## config.mk

```make
export PLATFORM = sky130hd
export DESIGN_NAME = fu_dep_matrix
export DESIGN_NICKNAME = d
export VERILOG_FILES = /design/src/rtl/fudm_pkg.sv /design/src/rtl/fudm_pick.sv /design/src/rtl/fudm_row.sv /design/src/rtl/fu_dep_matrix.sv
export SDC_FILE = /design/constraint.sdc
export NUM_CORES = 1
export LEC_CHECK = 0
export ABC_AREA = 1
export ABC_CLOCK_PERIOD_IN_PS = 4500
export BUFFER_PORTS_ARGS = -buffer_cell sky130_fd_sc_hd__buf_2
export CORE_ASPECT_RATIO = 0.8
export CORE_UTILIZATION = 35
export DETAILED_ROUTE_END_ITERATION = 10
export GPL_TIMING_DRIVEN = 0
export SYNTH_ARGS = -nofsm -noshare
export SYNTH_HDL_FRONTEND = slang
export SYNTH_HIERARCHICAL = 1
export SYNTH_SLANG_ARGS = --single-unit
```

## constraint.sdc

```tcl
create_clock -name clk -period 4.5 [get_ports clk]
set_input_delay 0 -clock clk [delete_from_list [all_inputs] [get_ports clk]]
set_output_delay 0 -clock clk [all_outputs]
set_load 0.03 [all_outputs]
```

## src/rtl/fudm_pkg.sv

```systemverilog
package fudm_pkg;

    // Life of one function-unit row.
    typedef enum logic [1:0] {
        ROW_IDLE  = 2'd0,
        ROW_READ  = 2'd1,
        ROW_WRITE = 2'd2
    } row_phase_e;

endpackage

```

## src/rtl/fudm_pick.sv

```systemverilog
module fudm_pick #(
    parameter int unsigned N  = 4,
    localparam int unsigned UW = (N > 1) ? $clog2(N) : 1
) (
    input  logic [N-1:0]  free_vec,
    output logic          any_free,
    output logic [UW-1:0] pick_idx,
    output logic [N-1:0]  pick_hot
);
    always_comb begin
        any_free = 1'b0;
        pick_idx = '0;
        pick_hot = '0;
        for (int k = N - 1; k >= 0; k--) begin
            if (free_vec[k]) begin
                any_free = 1'b1;
                pick_idx = UW'(k);
                pick_hot = N'(1) << k;
            end
        end
    end
endmodule

```

## src/rtl/fudm_row.sv

```systemverilog
module fudm_row
    import fudm_pkg::*;
#(
    parameter int unsigned N = 4
) (
    input  logic         clk,
    input  logic         rst_n,
    input  logic         load,
    input  logic [N-1:0] load_raw,
    input  logic [N-1:0] load_waw,
    input  logic         load_shadow,
    input  logic [N-1:0] rel_col,
    input  logic         rd_done,
    input  logic         wr_done,
    input  logic         shadow_rel,
    input  logic         kill,
    output logic         busy,
    output logic         go_read,
    output logic         go_write,
    output logic         freed,
    output logic [N-1:0] dep_bits
);
    typedef struct packed {
        row_phase_e   phase;
        logic         shadow;
        logic [N-1:0] raw;
        logic [N-1:0] waw;
    } row_t;

    row_t st_d, st_q;

    assign busy     = (st_q.phase != ROW_IDLE);
    assign go_read  = (st_q.phase == ROW_READ) && (st_q.raw == '0);
    assign go_write = (st_q.phase == ROW_WRITE) && !st_q.shadow && (st_q.waw == '0);
    assign freed    = (kill && busy) || (wr_done && go_write);
    assign dep_bits = st_q.raw | st_q.waw;

    always_comb begin
        st_d = st_q;
        st_d.raw = st_q.raw & ~rel_col;
        st_d.waw = st_q.waw & ~rel_col;
        if (rd_done && go_read) begin
            st_d.phase = ROW_WRITE;
        end
        if (shadow_rel) begin
            st_d.shadow = 1'b0;
        end
        if (freed) begin
            st_d = '0;
        end
        if (load) begin
            st_d.phase  = ROW_READ;
            st_d.shadow = load_shadow;
            st_d.raw    = load_raw;
            st_d.waw    = load_waw;
        end
    end

    always_ff @(posedge clk or negedge rst_n) begin
        if (!rst_n) st_q <= '0;
        else        st_q <= st_d;
    end


    commit_frees_chk: assert property (@(posedge clk) disable iff (!rst_n)
        wr_done && go_write |=> !busy);

    kill_frees_chk: assert property (@(posedge clk) disable iff (!rst_n)
        kill && busy |=> !busy);

    load_enters_read_chk: assert property (@(posedge clk) disable iff (!rst_n)
        load |=> busy && !go_write);

    shadow_holds_chk: assert property (@(posedge clk) disable iff (!rst_n)
        load && load_shadow |=> !go_write);
endmodule

```

## src/rtl/fu_dep_matrix.sv

```systemverilog
module fu_dep_matrix #(
    parameter int unsigned N            = 4,
    parameter bit          ORDER_COMMIT = 1'b0,
    localparam int unsigned UW          = (N > 1) ? $clog2(N) : 1
) (
    input  logic          clk,
    input  logic          rst_n,
    input  logic          issue_valid,
    input  logic [N-1:0]  issue_raw,
    input  logic [N-1:0]  issue_waw,
    input  logic          issue_shadow,
    output logic          issue_ready,
    output logic [UW-1:0] issue_unit,
    input  logic [N-1:0]  rd_done,
    input  logic [N-1:0]  wr_done,
    input  logic [N-1:0]  shadow_rel,
    input  logic [N-1:0]  kill,
    output logic [N-1:0]  busy,
    output logic [N-1:0]  go_read,
    output logic [N-1:0]  go_write
);
    logic [N-1:0] rel_vec;
    logic [N-1:0] pick_hot;
    logic [N-1:0] keep_vec;
    logic [N-1:0] raw_load;
    logic [N-1:0] waw_load;
    logic [N-1:0] dep_row [N];
    logic [N-1:0] col_any;

    fudm_pick #(.N(N)) u_pick (
        .free_vec (~busy),
        .any_free (issue_ready),
        .pick_idx (issue_unit),
        .pick_hot (pick_hot)
    );

    // Only units that stay busy past this edge may be waited on.
    assign keep_vec = busy & ~rel_vec;
    assign raw_load = issue_raw & keep_vec;

    generate
        if (ORDER_COMMIT) begin : g_ordered
            assign waw_load = (issue_waw | busy) & keep_vec;
        end else begin : g_free_order
            assign waw_load = issue_waw & keep_vec;
        end
    endgenerate

    generate
        for (genvar i = 0; i < N; i++) begin : g_row
            fudm_row #(.N(N)) u_row (
                .clk         (clk),
                .rst_n       (rst_n),
                .load        (issue_valid && pick_hot[i]),
                .load_raw    (raw_load),
                .load_waw    (waw_load),
                .load_shadow (issue_shadow),
                .rel_col     (rel_vec),
                .rd_done     (rd_done[i]),
                .wr_done     (wr_done[i]),
                .shadow_rel  (shadow_rel[i]),
                .kill        (kill[i]),
                .busy        (busy[i]),
                .go_read     (go_read[i]),
                .go_write    (go_write[i]),
                .freed       (rel_vec[i]),
                .dep_bits    (dep_row[i])
            );
        end
    endgenerate

    always_comb begin
        col_any = '0;
        for (int r = 0; r < N; r++) begin
            col_any = col_any | dep_row[r];
        end
    end

    generate
        for (genvar j = 0; j < N; j++) begin : g_col_chk

            column_cleared_chk: assert property (@(posedge clk) disable iff (!rst_n)
                rel_vec[j] |=> !col_any[j]);
        end
    endgenerate
endmodule

```

Yosys cells after proc, flatten, opt, wreduce, memory -nomap -nowiden

Cells that the tools add are included.

Input bits: 28
Flip-flop bits (word level): 44
Logic and storage cells: 121

Mux-type cells: 28
Equality and inequality tests: 8
Bitwise gates (word level): 13
Reductions and logical operators: 56

Operator list:

| cell                                                                   | count |
|---|---|
| 11-bit two-way mux                                                     | 8 |
| 4-bit bitwise AND                                                      | 11 |
| 4-bit zero test                                                        | 8 |
| 1-bit logical AND                                                      | 28 |
| 3-bit nonzero test                                                     | 8 |
| 2-bit two-way mux                                                      | 8 |
| 4-bit two-way mux                                                      | 4 |
| 2-bit by 1-bit equality test with 1-bit output (second input constant) | 4 |
| 2-bit equality test (second input constant)                            | 4 |
| 1-bit two-way mux                                                      | 8 |
| 4-bit NOT                                                              | 2 |
| 2-bit nonzero test                                                     | 4 |
| 1-bit zero test                                                        | 4 |
| 1-bit logical OR                                                       | 4 |

Depth between registers and ports, before layout

Depth after elaboration: 9
Mapped depth: 11

Hierarchy

The synthesis kept the hierarchy.

Modules (own cells, without submodules):

| module        | area each (µm²) | times used | seq. area each (µm²) | cells an instance |
|---|---|---|---|---|
| fudm_row      | 643.1           | 4          | 275.3                | 85 |
| fu_dep_matrix | 135.1           | 1          | 0.0                  | 36 |
| fudm_pick     | 65.1            | 1          | 0.0                  | 15 |

Least setup slack after synthesis

OpenSTA, ideal clock, no wires.

Path type: register -> register
Start point: register g_row[3].u_row/st_q[9] in the netlist's numbering
End point: register g_row[3].u_row/st_q[8] in the netlist's numbering
Stages on the path, launching flop included: 11
Period minus slack after synthesis: 1.661 ns
Slack: 2.839 ns
Required time: 4.382 ns
Arrival: 1.543 ns
Path buffers: 1
Path through: dfrtp_1 > or2_4 > inv_1 > nand2_1 > nor2_1 > nand2_1 > inv_1 > clkbuf_1 > nor2_1 > nand4_1 > nand2_1

Cells in the longest elaborated chain, start to end: 8

RTL lines:

| item                                                                      | RTL line            | text |
|---|---|---|
| from (decl)                                                               | fudm_row.sv:30      | `row_t st_d, st_q;` |
| from (signal assigned)                                                    | fudm_row.sv:61      | `else st_q <= st_d;` |
| 2-bit nonzero test *                                                      | fudm_row.sv:32      | `assign busy = (st_q.phase != ROW_IDLE);` |
| named net busy[3]                                                         | fu_dep_matrix.sv:18 | `output logic [N-1:0] busy,` |
| 4-bit NOT *                                                               | fu_dep_matrix.sv:31 | `.free_vec (~busy),` |
| 4-bit two-way mux * (4 in series)                                         | fudm_pick.sv:15     | `if (free_vec[k]) begin` |
| named net pick_hot[3]                                                     | fu_dep_matrix.sv:23 | `logic [N-1:0] pick_hot;` |
| 1-bit logical AND *                                                       | fu_dep_matrix.sv:54 | `.load (issue_valid && pick_hot[i]),` |
| 3-bit nonzero test (no line) / 11-bit two-way mux (equally long branches) | -                   |  |

Mark *: on every way through the listed nets, which the timed path passes. The rest lies on a longest branch.
A chain may end at the register's enable or synchronous reset.

==> flow_metrics.tcl <==
set metrics [dict create \
    status "completed" \
    die_x_um 100 \
    start_kind "register" \
    routedWlPerCell_um 12.7 \
    gr-total-overflow 0 \
    post-route-period-util_pct 41.8 \
    fin_area_um2 3240 \
    drc 0 \
    clk_latency_ns 0.30 \
    p_leak_nw 1.86 \
    reg2reg_from "g_row[0].u_row/st_q[10]$_DFFE_PN0P_" \
    skew_ns 0.0116 \
    reg2reg_to "g_row[2].u_row/st_q[4]$_DFF_PN0_" \
    ioPinCount 43 \
    rr_worst_depth 8 \
    timing.hold.ws_ns 0.0237 \
    clock_path_buffers 2 \
    power_density_nw_per_um2 592 \
    largest_registers "g_row.u_row/st_q x44" \
    initial_core_util_pct 36.4 \
    min_to "g_row[0].u_row/st_q[8]$_DFFE_PN0P_" \
    syn_to_final_growth_pct 19.4 \
    grt_usage_pct 18.4 \
    critPathRequiredTime_ns 4.73 \
    ys.warnings.count 6 \
    cap_viol_max_count 0 \
    htreeDepth 2 \
    netlist_instances 375 \
    antenna_found_initial 0 \
    num_vias 2470 \
    rsz0062_at_grt "false" \
    placed_area_um2 3050 \
    synth_nets 403 \
    fin_crit_ns 1.88 \
    setup_tns_ns 0 \
    drt_first_pass_iters 4 \
    finalSetupViolCount 0 \
    die_h_um 80.7 \
    critPathKind "register to register" \
    timing.final.hold_violations 0 \
    ctsRootBufferMaster "clkbuf_8" \
    post_cts_buffers 0 \
    first_iter_violations 86 \
    die-area_um2 8110 \
    peakVddDrop_mv 0.271 \
    clkTransAtPathRegs_ns 0.09 \
    nNetsFinal 461 \
    io_buffers 42 \
    hold_path.class "primary input to register" \
    power_w 0.00192 \
    syn_avg_cell_area_um2 7.23 \
    num_antenna_cells 0 \
    hold_depth 3 \
    path_max_fanout 10 \
    cts_buffers 5 \
    syn-cell-area_um2 2710 \
    largest_reg_flops 44 \
    hp-start "issue_shadow" \
    cp-end-kind "register" \
    stdcell_count 539 \
    regMostFlops "g_row.u_row/st_q" \
    hpwl_mm 4.74 \
    gp_congestion 0.775 \
    dp.cells 522 \
    fmax_mhz 532 \
    grt_max_degree 45 \
    fp-row-count 28 \
    grt_first_pass_wirelength_mm 11.3 \
    slew_viol_final 0 \
    final_antenna_net_count 0 \
    critPathArrivalTime_ns 2.11 \
    cts_sinks 44 \
    cts_tree "yes" \
    core_area_um2 7460 \
    finalWirelength_mm 6.85 \
    slew_headroom_pct 32.2 \
    r2r_slack_ns 2.62 \
    worstMarginPinSlew_ns 1.02 \
    viasPerCell 4.58 \
    grt_pass1_vias 2260 \
    drive_gt1_share_pct 20.7 \
]
metal layers:
metal	up-vias	share of wire (%)	GRT usage (%)
met2	55	48	30.3
li1	1287	-	-
met4	0	0.73	4.78
met1	1123	47	25.4
met5	-	0	0
met3	5	4.1	2.84
worst max-delay path, cell delays in order (launching register included):
cell     delay (ns)
dfrtp_1        0.41
or2_4          0.28
nand2_4        0.08
nand2_1        0.27
inv_1          0.12
nand2_1        0.07
nor2_1         0.37
nand2_1        0.11
nand2_1        0.08
layout by cell type, fill, tap and decap left out, types with 5 or more instances in the layout:
cell           count
dlygate4sd3_1      9
nand4_1           40
clkbuf_1           5
inv_2             11
clkbuf_8           6
nor2_1            68
nand2_1          103
dfrtp_1           44
buf_2             42
nand3_1           10
inv_1             53
metrics by stage:
| step | setup WS (ns) | util (%) |
|---|---|---|
| detailed placement | 2.63 | 40.9 |
| global placement | 2.63 | 40.9 |
| floorplan | 2.84 | - |
| finish | 2.62 | 43.4 |
| CTS | 2.61 | 43.4 |
| global route | 2.41 | 43.4 |
power by group:
part	internal, W	total (W)	leakage (nW)	switching (W)
Sequential	0.000494	0.000550	0.601	0.0000563
Combinational	0.000359	0.00111	1.21	0.000749
Clock	0.000125	0.000260	0.0445	0.000135
worst max-delay path by stage:
stage | from | endpoint | slack, ns | cells after the start
2_1_floorplan | g_row[3].u_row/st_q[9]$_DFFE_PN0P_ | g_row[3].u_row/st_q[8]$_DFFE_PN0P_ | 2.84 | 10
3_3_place_gp | g_row[1].u_row/st_q[9]$_DFFE_PN0P_ | g_row[3].u_row/st_q[1]$_DFF_PN0_ | 2.63 | 8
3_5_place_dp | g_row[2].u_row/st_q[9]$_DFFE_PN0P_ | g_row[2].u_row/st_q[2]$_DFF_PN0_ | 2.63 | 8
4_1_cts | g_row[1].u_row/st_q[9]$_DFFE_PN0P_ | g_row[2].u_row/st_q[1]$_DFF_PN0_ | 2.61 | 8
5_1_grt | g_row[2].u_row/st_q[9]$_DFFE_PN0P_ | g_row[3].u_row/st_q[2]$_DFF_PN0_ | 2.41 | 8
6_report | g_row[0].u_row/st_q[10]$_DFFE_PN0P_ | g_row[2].u_row/st_q[4]$_DFF_PN0_ | 2.62 | 8
what timing repair did:
item	in CTS	in global routing
gates resized for setup	0	0
hold buffers	9	0
hold endpoints to repair	52	0
cell type report:
cell class,count,area [um2]
Buffer,13,148
Sequential cell,44,1100
Clock inverter,1,7.51
Timing Repair Buffer,51,300
Multi-Input combinational cell,250,1190
Fill cell,808,4220
Clock buffer,7,86.3
Tap cell,105,131
Inverter,68,275
No activity file was read; power rests on OpenSTA's default activity.
